[src/rtl/sram_pkg.sv]
package sram_pkg;
   typedef enum logic [1:0] {
      CYC_IDLE  = 2'd0,
      CYC_READ  = 2'd1,
      CYC_WRITE = 2'd2
   } cyc_kind_t;
endpackage

[src/rtl/sram_addr_latch.sv]
module sram_addr_latch #(
   parameter int unsigned ADDR_W   = 8,
   parameter logic [ADDR_W-1:0] ROW_MASK = 8'b1110_0011,
   parameter int unsigned ROW_BITS = 5,
   parameter int unsigned COL_BITS = 3
) (
   input  logic                clk,
   input  logic                rst_n,
   input  logic                ce_n_i,
   input  logic [ADDR_W-1:0]   addr_i,
   output logic                fall_o,
   output logic                active_o,
   output logic [ROW_BITS-1:0] row_o,
   output logic [COL_BITS-1:0] col_o
);
   logic              ce_q;
   logic              active_q;
   logic [ADDR_W-1:0] addr_q;

   initial begin
      assert ($countones(ROW_MASK) == ROW_BITS)
         else $error("row mask does not match ROW_BITS");
      assert (ROW_BITS + COL_BITS == ADDR_W)
         else $error("row and column widths must cover the address");
   end

   function automatic logic [ROW_BITS-1:0] pick_row(input logic [ADDR_W-1:0] a);
      logic [ROW_BITS-1:0] r;
      int k;
      r = '0;
      k = 0;
      for (int i = 0; i < ADDR_W; i++) begin
         if (ROW_MASK[i]) begin
            r[k] = a[i];
            k++;
         end
      end
      return r;
   endfunction

   function automatic logic [COL_BITS-1:0] pick_col(input logic [ADDR_W-1:0] a);
      logic [COL_BITS-1:0] c;
      int k;
      c = '0;
      k = 0;
      for (int i = 0; i < ADDR_W; i++) begin
         if (!ROW_MASK[i]) begin
            c[k] = a[i];
            k++;
         end
      end
      return c;
   endfunction

   assign fall_o = ce_q & ~ce_n_i;

   always_ff @(posedge clk or negedge rst_n) begin
      if (!rst_n) begin
         ce_q     <= 1'b1;
         active_q <= 1'b0;
         addr_q   <= '0;
      end else begin
         ce_q <= ce_n_i;
         if (fall_o) begin
            addr_q   <= addr_i;
            active_q <= 1'b1;
         end else if (ce_n_i) begin
            active_q <= 1'b0;
         end
      end
   end

   assign active_o = active_q & ~ce_n_i;
   assign row_o    = pick_row(addr_q);
   assign col_o    = pick_col(addr_q);


   strobe_pulse_chk: assert property (@(posedge clk) disable iff (!rst_n)
      fall_o |=> !fall_o);


   addr_kept_chk: assert property (@(posedge clk) disable iff (!rst_n)
      (!ce_n_i && !fall_o) |=> $stable(row_o) && $stable(col_o));
endmodule

[src/rtl/sram_cell_array.sv]
module sram_cell_array #(
   parameter int unsigned DATA_W   = 4,
   parameter int unsigned ROW_BITS = 5,
   parameter int unsigned COL_BITS = 3,
   localparam int unsigned ROWS    = 1 << ROW_BITS,
   localparam int unsigned GROUP   = 1 << COL_BITS
) (
   input  logic                clk,
   input  logic                we_i,
   input  logic [ROW_BITS-1:0] row_i,
   input  logic [COL_BITS-1:0] col_i,
   input  logic [DATA_W-1:0]   wdata_i,
   output logic [DATA_W-1:0]   rdata_o
);
   logic [ROWS-1:0] row_sel;
   logic [ROWS-1:0] row_we;

   always_comb begin
      row_sel = '0;
      row_sel[row_i] = 1'b1;
   end

   assign row_we = we_i ? row_sel : '0;

   for (genvar b = 0; b < DATA_W; b++) begin : g_bit
      logic [ROWS-1:0][GROUP-1:0] cells;
      for (genvar r = 0; r < ROWS; r++) begin : g_row
         always_ff @(posedge clk) begin
            if (row_we[r]) cells[r][col_i] <= wdata_i[b];
         end
      end
      assign rdata_o[b] = cells[row_i][col_i];
   end


   row_onehot_chk: assert property (@(posedge clk)
      $onehot0(row_we));
endmodule

[src/rtl/sram_out_latch.sv]
module sram_out_latch #(
   parameter int unsigned DATA_W = 4
) (
   input  logic              clk,
   input  logic              rst_n,
   input  logic              le_i,
   input  logic [DATA_W-1:0] d_i,
   output logic [DATA_W-1:0] q_o
);
   always_ff @(posedge clk or negedge rst_n) begin
      if (!rst_n)    q_o <= '0;
      else if (le_i) q_o <= d_i;
   end
endmodule

[src/rtl/latched_sram.sv]
module latched_sram #(
   parameter int unsigned ADDR_W   = 8,
   parameter int unsigned DATA_W   = 4,
   parameter int unsigned ROW_BITS = 5,
   parameter logic [ADDR_W-1:0] ROW_MASK = 8'b1110_0011,
   localparam int unsigned COL_BITS = ADDR_W - ROW_BITS
) (
   input  logic              clk,
   input  logic              rst_n,
   input  logic [ADDR_W-1:0] addr_i,
   input  logic              ce_n_i,
   input  logic              we_n_i,
   input  logic              sel1_n_i,
   input  logic              sel2_n_i,
   input  logic [DATA_W-1:0] din_i,
   output logic [DATA_W-1:0] dout_o,
   output logic              oe_o
);
   import sram_pkg::*;

   logic                fall;
   logic                active;
   logic [ROW_BITS-1:0] row;
   logic [COL_BITS-1:0] col;
   logic [DATA_W-1:0]   rdata;
   logic                chip_sel;
   cyc_kind_t           kind;
   logic                oe_q;

   sram_addr_latch #(
      .ADDR_W(ADDR_W), .ROW_MASK(ROW_MASK),
      .ROW_BITS(ROW_BITS), .COL_BITS(COL_BITS)
   ) u_addr (
      .clk(clk), .rst_n(rst_n), .ce_n_i(ce_n_i), .addr_i(addr_i),
      .fall_o(fall), .active_o(active), .row_o(row), .col_o(col)
   );

   assign chip_sel = ~sel1_n_i & ~sel2_n_i;

   always_comb begin
      kind = CYC_IDLE;
      if (active && chip_sel && !fall) kind = we_n_i ? CYC_READ : CYC_WRITE;
   end

   sram_cell_array #(
      .DATA_W(DATA_W), .ROW_BITS(ROW_BITS), .COL_BITS(COL_BITS)
   ) u_array (
      .clk(clk), .we_i(kind == CYC_WRITE), .row_i(row), .col_i(col),
      .wdata_i(din_i), .rdata_o(rdata)
   );

   sram_out_latch #(.DATA_W(DATA_W)) u_olat (
      .clk(clk), .rst_n(rst_n), .le_i(kind == CYC_READ),
      .d_i(rdata), .q_o(dout_o)
   );

   always_ff @(posedge clk or negedge rst_n) begin
      if (!rst_n) oe_q <= 1'b0;
      else        oe_q <= (kind == CYC_READ);
   end

   assign oe_o = oe_q & chip_sel & ~ce_n_i;


   no_drive_on_write_chk: assert property (@(posedge clk) disable iff (!rst_n)
      oe_o |-> $past(we_n_i));


   oe_needs_strobe_chk: assert property (@(posedge clk) disable iff (!rst_n)
      oe_o |-> $past(!ce_n_i));


   dout_hold_chk: assert property (@(posedge clk) disable iff (!rst_n)
      ce_n_i |=> $stable(dout_o));
endmodule

[config.mk]
export PLATFORM = sky130hd
export DESIGN_NAME = latched_sram
export DESIGN_NICKNAME = d
export VERILOG_FILES = /design/src/rtl/sram_pkg.sv /design/src/rtl/sram_addr_latch.sv /design/src/rtl/sram_cell_array.sv /design/src/rtl/sram_out_latch.sv /design/src/rtl/latched_sram.sv
export SDC_FILE = /design/constraint.sdc
export NUM_CORES = 1
export LEC_CHECK = 0
export ABC_AREA = 1
export CORE_AREA = 2 2 356 358
export DETAILED_ROUTE_END_ITERATION = 10
export DIE_AREA = 0 0 358 360
export DONT_BUFFER_PORTS = 1
export PLACE_DENSITY_LB_ADDON = 0.08
export SYNTH_ARGS = -nofsm -noshare
export SYNTH_HDL_FRONTEND = slang
export SYNTH_SLANG_ARGS = --single-unit
[constraint.sdc]
create_clock -name clk -period 2.28 [get_ports clk]
set_input_delay 0.114 -clock clk [delete_from_list [all_inputs] [get_ports clk]]
set_output_delay 0.114 -clock clk [all_outputs]
set_load 0.1 [all_outputs]
---- After elaboration in Yosys (flattened, before gate mapping) ----
Cells that the tools add are included.
word-level totals
  bits in registers ....................... 1039
  logic and storage cells ................. 306
operators by class
  reduce and logical (&&, ||, !) cells .... 6
  bitwise logic cells ..................... 8
  magnitude comparators ................... 4
  mux-type cells .......................... 153
  equality and inequality tests ........... 2
operators by type and width
  cell                                                        number
  bitwise mux 8 bit                                           128
  binary-select mux 8 bit (select 5 bit)                      4
  two-way mux 32 bit                                          1
  two-way mux 8 bit                                           4
  binary-select mux 1 bit (select 3 bit)                      4
  two-way mux 1 bit                                           8
  less-than comparator 5 x 6 -> 1 bit, second input constant  1
  bitwise AND 1 bit                                           5
  demux 1 bit (select 5 bit)                                  1
  >= comparator 5 x 1 -> 1 bit, second input constant         1
  logical AND 1 bit                                           4
  less-than comparator 3 x 4 -> 1 bit, second input constant  1
  two-way mux 2 bit                                           2
  demux 1 bit (select 3 bit)                                  1
  >= comparator 3 x 1 -> 1 bit, second input constant         1
  NOT 1 bit                                                   3
  equality test 2 x 1 -> 1 bit, second input constant         1
  equality test 2 bit, second input constant                  1
  nonzero test 2 bit                                          1
  zero test 1 bit                                             1

---- Longest topological paths before layout ----
  depth in word-level cells ............... 7
  depth in mapped cells ................... 17
  depth with buffers taken out ............ 15

---- By module ----
Synthesis repeated with hierarchy kept, for this count alone.
second synthesis, totals
  cell total of the unflattened synthesis .. 4341
  area, all modules ....................... 44088.5 sq um
by module, submodules not included
  module           cells each  times used  area an instance (sq um)  sequential area each (sq um)
  sram_cell_array  4273        1           43481.7                   30749.5
  sram_addr_latch  41          1           396.6                     251.5
  sram_out_latch   17          1           148.9                     100.1
  latched_sram     10          1           61.3                      25.0

---- Worst setup path before layout ----
OpenSTA, ideal clock, no wires.
  kind .................................... register to register
  from .................................... register u_addr.addr_q[1]
  to ...................................... register u_array.g_bit[0].cells[112] (netlist bit), enable pin
  period minus slack after synthesis ...... 2049 ps
  setup slack ............................. 231 ps
  stages on the path, launching flop included .. 8
  arrival ................................. 1719 ps
  buffers on the path ..................... 3
  path through ............................ dfrtp_1 -> buf_2 -> inv_2 -> clkbuf_1 -> buf_2 -> nor3_2 -> nand2_1 -> nor2_1
on the way
  cells in the longest elaborated chain, start to end .. 5
  elaborated cells between the ends (all ways) .. 6
  classes of those cells .................. order compare (2); mux (3); reduce/logical (1)
ends and longest elaborated chain
  item                                                                                                       RTL line               source
  start, declared                                                                                            sram_addr_latch.sv:18  logic [ADDR_W-1:0] addr_q;
  start signal, assigned                                                                                     sram_addr_latch.sv:65  addr_q <= addr_i;
  less-than comparator 5 x 6 -> 1 bit (not written as such) or >= comparator 5 x 1 -> 1 bit (tied branches)  sram_cell_array.sv:20  row_sel[row_i] = 1'b1;
  logical AND 1 bit (not written as such)                                                                    sram_cell_array.sv:20
  two-way mux 1 bit (not written as such)                                                                    sram_cell_array.sv:20
  demux 1 bit (select 5 bit) *                                                                               --
  two-way mux 32 bit *                                                                                       sram_cell_array.sv:23  assign row_we = we_i ? row_sel : '0;
  end signal, assigned by index                                                                              sram_cell_array.sv:29  if (row_we[r]) cells[r][col_i] <= wdata_i[b];
  end, declared                                                                                              sram_cell_array.sv:26  logic [ROWS-1:0][GROUP-1:0] cells;
Mark *: on every way between the ends. The rest lies on a longest branch, timed or not.
A chain may end at the register's enable or synchronous reset.

---- Worst setup path after layout ----
  from .................................... register u_addr.addr_q[0]
  to ...................................... register u_olat.q_o[2]
on the way
  cells in the longest elaborated chain, start to end .. 4
ends and longest elaborated chain
  item                                     RTL line               source
  binary-select mux 8 bit (select 5 bit)   sram_cell_array.sv:32  assign rdata_o[b] = cells[row_i][col_i];
  two-way mux 8 bit (not written as such)  sram_cell_array.sv:32
  binary-select mux 1 bit (select 3 bit)   sram_cell_array.sv:32
  two-way mux 1 bit (not written as such)  sram_cell_array.sv:32
  end signal, assigned                     sram_out_latch.sv:12   else if (le_i) q_o <= d_i;
  end, declared                            sram_out_latch.sv:8    output logic [DATA_W-1:0] q_o
No other way between the ends. The select of a mux whose other input is x is not followed.

==> qor.json <==
{
  "sta": {
    "final_hold_viol_count": 777,
    "timing_max_transition_violations_final": 0,
    "layout_min_cycle_time_ns": 2.43,
    "worst_hold_slack_ns": -0.514,
    "clock-skew-final_ns": 0.0577,
    "timing.final.setup_violations": 331,
    "timing_worst_slew_pin_value_ns": 0.922,
    "final_worst_slack_ns": -0.149,
    "min_period_over_period_pct": 107,
    "finalSetupTns_ns": -8.55,
    "grt_setup_unrepaired": "yes",
    "fmaxAchievable_ghz": 0.412,
    "max_slew_margin_pct": 38.5
  },
  "die": {
    "ioPinCount": 23,
    "row_count": 130,
    "placeableCoreArea_um2": 125000,
    "floorplan.die_area_um2": 129000,
    "initial_core_util_pct": 34.7,
    "die_extent_in_y_um": 360,
    "chipWidth_um": 358
  },
  "worst_hold_path": {
    "min_delay_path_depth": 0,
    "whs_endpoint": "u_array.g_bit[2].cells[205]",
    "worstHoldPathType": "in -> reg",
    "worst_hold_startpoint": "din_i[2]"
  },
  "place": {
    "finalWeightedCongestion": 0.822,
    "place.detailed.hpwl_um": 91200,
    "io_buffers": 0,
    "post_dp_cell_area_um2": 49900
  },
  "synthesis": {
    "syn-num-nets": 4126,
    "ys_ff_latch": 1039,
    "synth_largest_area_cell": "sky130_fd_sc_hd__edfxtp_1",
    "synthesis.area_per_instance_um2": 10.6,
    "post-synth-top-count-cell": "sky130_fd_sc_hd__nand2_1",
    "synth_cells": 4108,
    "synthDistinctLibCells": 20,
    "synth_flop_cell": "sky130_fd_sc_hd__edfxtp_1",
    "post_synthesis_sequential_area_ratio_pct": 71.7,
    "async_flop_share_pct": 1.44,
    "synth_area_um2": 43400,
    "edff_count_synth": 1024,
    "synth.area.top_cells": "sky130_fd_sc_hd__edfxtp_1 71%, sky130_fd_sc_hd__nand2_1 19%, sky130_fd_sc_hd__nor2_1 2.9%",
    "synth_top_cells_by_count": "2157 x sky130_fd_sc_hd__nand2_1, 1024 x sky130_fd_sc_hd__edfxtp_1, 341 x sky130_fd_sc_hd__nor2_1",
    "yosys_warnings": 0,
    "netlist.area_leader.share_pct": 70.9
  },
  "power_and_ir_drop": {
    "proportion_of_power_drawn_by_flip_flops_and_latches_pct": 46.2,
    "leakage_nw": 22.2,
    "net-switching-power_mw": 12.0,
    "internal-power_mw": 33.7,
    "clock_power_share_pct": 39.5,
    "switching_share_pct": 26.3,
    "power.ir.vdd_worst_mv": 0.543,
    "total_power_mw": 45.7,
    "power_density_nw_per_um2": 824,
    "power.combinational.fraction_pct": 14.3
  },
  "drt": {
    "route.met2.wl_um": 66000,
    "avgRoutedWirePerCell_um": 23.2,
    "drt.antenna.violating_nets": 0,
    "detail_route.iter0.violations": 2850,
    "topRoutingLayerUsed": "met5",
    "via_count": 31000,
    "post_dr_vias_cell": 4.85,
    "wl_um": 148000,
    "drcViolationCount": 0,
    "first_pass_iters": 5,
    "route.met3.wl_um": 9330,
    "routed_metal_1_wirelength_um": 68900
  },
  "clock_network": {
    "numClockSinks": 1039,
    "clk_pin_slew_worst_paths_ns": 0.06,
    "cts_tree": "yes",
    "tritoncts.num_buffers": 116,
    "cts_buffer_depth": 3,
    "h_tree_depth": 3,
    "cts_hold_buf": 14,
    "clock_insertion_delay_worst_skew_ns": 0.75,
    "cts_root_buffer": "sky130_fd_sc_hd__clkbuf_16"
  },
  "worst_setup_path": {
    "critPathRequiredTime_ns": 2.89,
    "sort_of_element_at_the_start_of_the_critical_path": "flip-flop",
    "critical-path-slowest-cell": "sky130_fd_sc_hd__dfrtp_4",
    "crit_path_cell_trace": "buf_12 > nor2_4 > buf_12 > buf_12 > buf_4 > nand2_1 > nand3_1 > nand2_2 > nand2_2 > nor2_2 > nand2_2 > nand2_4 > nand2_1 > nor2_1 > nand3_1 > nand2_1 > inv_1",
    "worst_r2r_startpoint": "u_addr.addr_q[0]",
    "arrival_ns": 3.04,
    "worstRegToRegCells": 17,
    "critical_path.endpoint_type": "flip-flop",
    "timing_worst_setup_path_type": "reg -> reg",
    "regToRegSetupSlack_ns": -0.15,
    "critical_path_peak_fanout": 13,
    "critical-path-max-stage-delay_ns": 0.60,
    "r2r_end": "u_olat.q_o[2]"
  },
  "run": {
    "max_cap_viol_count": 0
  },
  "layout": {
    "layout-drive-gt1-share_pct": 21.0,
    "total_number_of_nets_in_the_final_design": 4660,
    "post-route-cell-area_um2": 55500,
    "area_delta_synth_final_pct": 27.8
  },
  "global_routing": {
    "grt_pass1_wl_um": 210000,
    "aggregate_global_route_resource_usage_pct": 22.5,
    "grt_start_max_net_pins": 257,
    "antenna_violations_before_repair": 3,
    "grt_pass1_vias": 30100,
    "overflow": 0
  },
  "status": {
    "violations": "hold timing, setup timing",
    "run_status": "complete, but fails checks"
  }
}
[worst max path at each step]
stage / from / to / slack [ns] / cells past startpoint
after floorplan: u_addr.addr_q[1] / u_array.g_bit[0].cells[112] / 0.23 / 7
after detailed placement: u_addr.ce_q / u_array.g_bit[0].cells[70] / -0.48 / 9
final: u_addr.addr_q[0] / u_olat.q_o[2] / -0.15 / 17
after CTS: u_addr.addr_q[0] / u_olat.q_o[2] / -0.12 / 16
after global routing: u_addr.addr_q[0] / u_olat.q_o[1] / -0.25 / 15
after global placement: u_addr.ce_q / u_array.g_bit[0].cells[70] / -0.45 / 9
[placed cells by master, fill, tap and decap left out, types with 6 or more instances in the layout]
cell type                       synthesis  layout
sky130_fd_sc_hd__inv_1                 20      19
sky130_fd_sc_hd__dfrtp_1               14      12
sky130_fd_sc_hd__nor2_1               341     255
sky130_fd_sc_hd__nor2_2                 0      59
sky130_fd_sc_hd__nand2_2                0      78
sky130_fd_sc_hd__nor3_4                 6      11
sky130_fd_sc_hd__buf_12                 0      96
sky130_fd_sc_hd__nand4_1               77      77
sky130_fd_sc_hd__nor3_1                 8       8
sky130_fd_sc_hd__bufinv_16              0       8
sky130_fd_sc_hd__buf_6                  0      39
sky130_fd_sc_hd__clkbuf_1              90      29
sky130_fd_sc_hd__clkbuf_16              0     127
sky130_fd_sc_hd__clkinv_1               0      27
sky130_fd_sc_hd__nand3_1              209     207
sky130_fd_sc_hd__nand2_1             2157    2064
sky130_fd_sc_hd__buf_8                  0       6
sky130_fd_sc_hd__a21oi_1               13      10
sky130_fd_sc_hd__dlygate4sd3_1          0      12
sky130_fd_sc_hd__edfxtp_1            1024    1024
sky130_fd_sc_hd__buf_4                  2     464
sky130_fd_sc_hd__nor2_4                 0      27
sky130_fd_sc_hd__clkinv_2               0      24
sky130_fd_sc_hd__nand2_4                0      15
sky130_fd_sc_hd__buf_16                 0       6
[power groups by stage]
stage / clock [mW] / combinational, mW / sequential [mW]
after floorplan: 0 / 2.87 / 21.6
after CTS: 18.4 / 6.11 / 21.1
after global routing: 19.1 / 7.04 / 21.1
final: 18.1 / 6.54 / 21.1
after detailed placement: 0 / 5.75 / 21.5
after global placement: 0 / 5.78 / 21.5
[cells by family after synthesis]
logic type,count (synthesis),synth area share [%]
and+or+nand+nor,2808,25.6
DFF,1039,71.7
buffers and inverters,247,2.46
AOI/OAI and AO/OA,14,0.161
[sequential cells by signal (all words and copies together) (netlist names)]
register / cells
oe_q: 1
u_addr.ce_q: 1
u_addr.active_q: 1
u_olat.q_o: 4
u_addr.addr_q: 8
u_array.g_bit.cells: 1024
[stage by stage]
step / hold slack (ns) / utilization [%] / std cells / setup slack (ns)
after floorplan: -0.182 / - / 4108 / 0.231
after global placement: -0.180 / 40.0 / 6112 / -0.455
after detailed placement: -0.179 / 40.0 / 6112 / -0.476
after CTS: -0.558 / 43.5 / 6364 / -0.122
after global routing: -0.554 / 44.4 / 6389 / -0.249
final: -0.514 / 44.4 / 6390 / -0.149
[critical path, delay by kind of cell, from the launching register on]
kind | cells | cell delay (ns)
flip-flops | 1 | 0.60
AND/OR/NAND/NOR | 12 | 1.04
buffers and inverters | 5 | 0.64
[per-layer routing]
layer  up-vias  track usage [%]
li1      14800                -
met1     15200             32.7
met2       849             34.2
met3       188             3.96
met4         4             6.74
met5         -                0
[cell type report]
class	instances	area (um2)
Multi-Input combinational cell	2822	11900
Antenna cell	1	2.50
Clock buffer	149	3070
Clock inverter	66	548
Sequential cell	1039	31100
Timing Repair inverter	1	8.76
Timing Repair Buffer	637	6590
Fill cell	11900	69500
Inverter	25	118
Tap cell	1650	2060
[timing repair]
action                                  in CTS  in global routing
endpoints found under the setup margin    1028                383
buffers inserted                            18                 15
hold endpoints to repair                  1049               1024
pin swaps                                   12                 55
resized for setup                           68                230
cloned                                       5                 12
(Power assumes the default switching activity.)
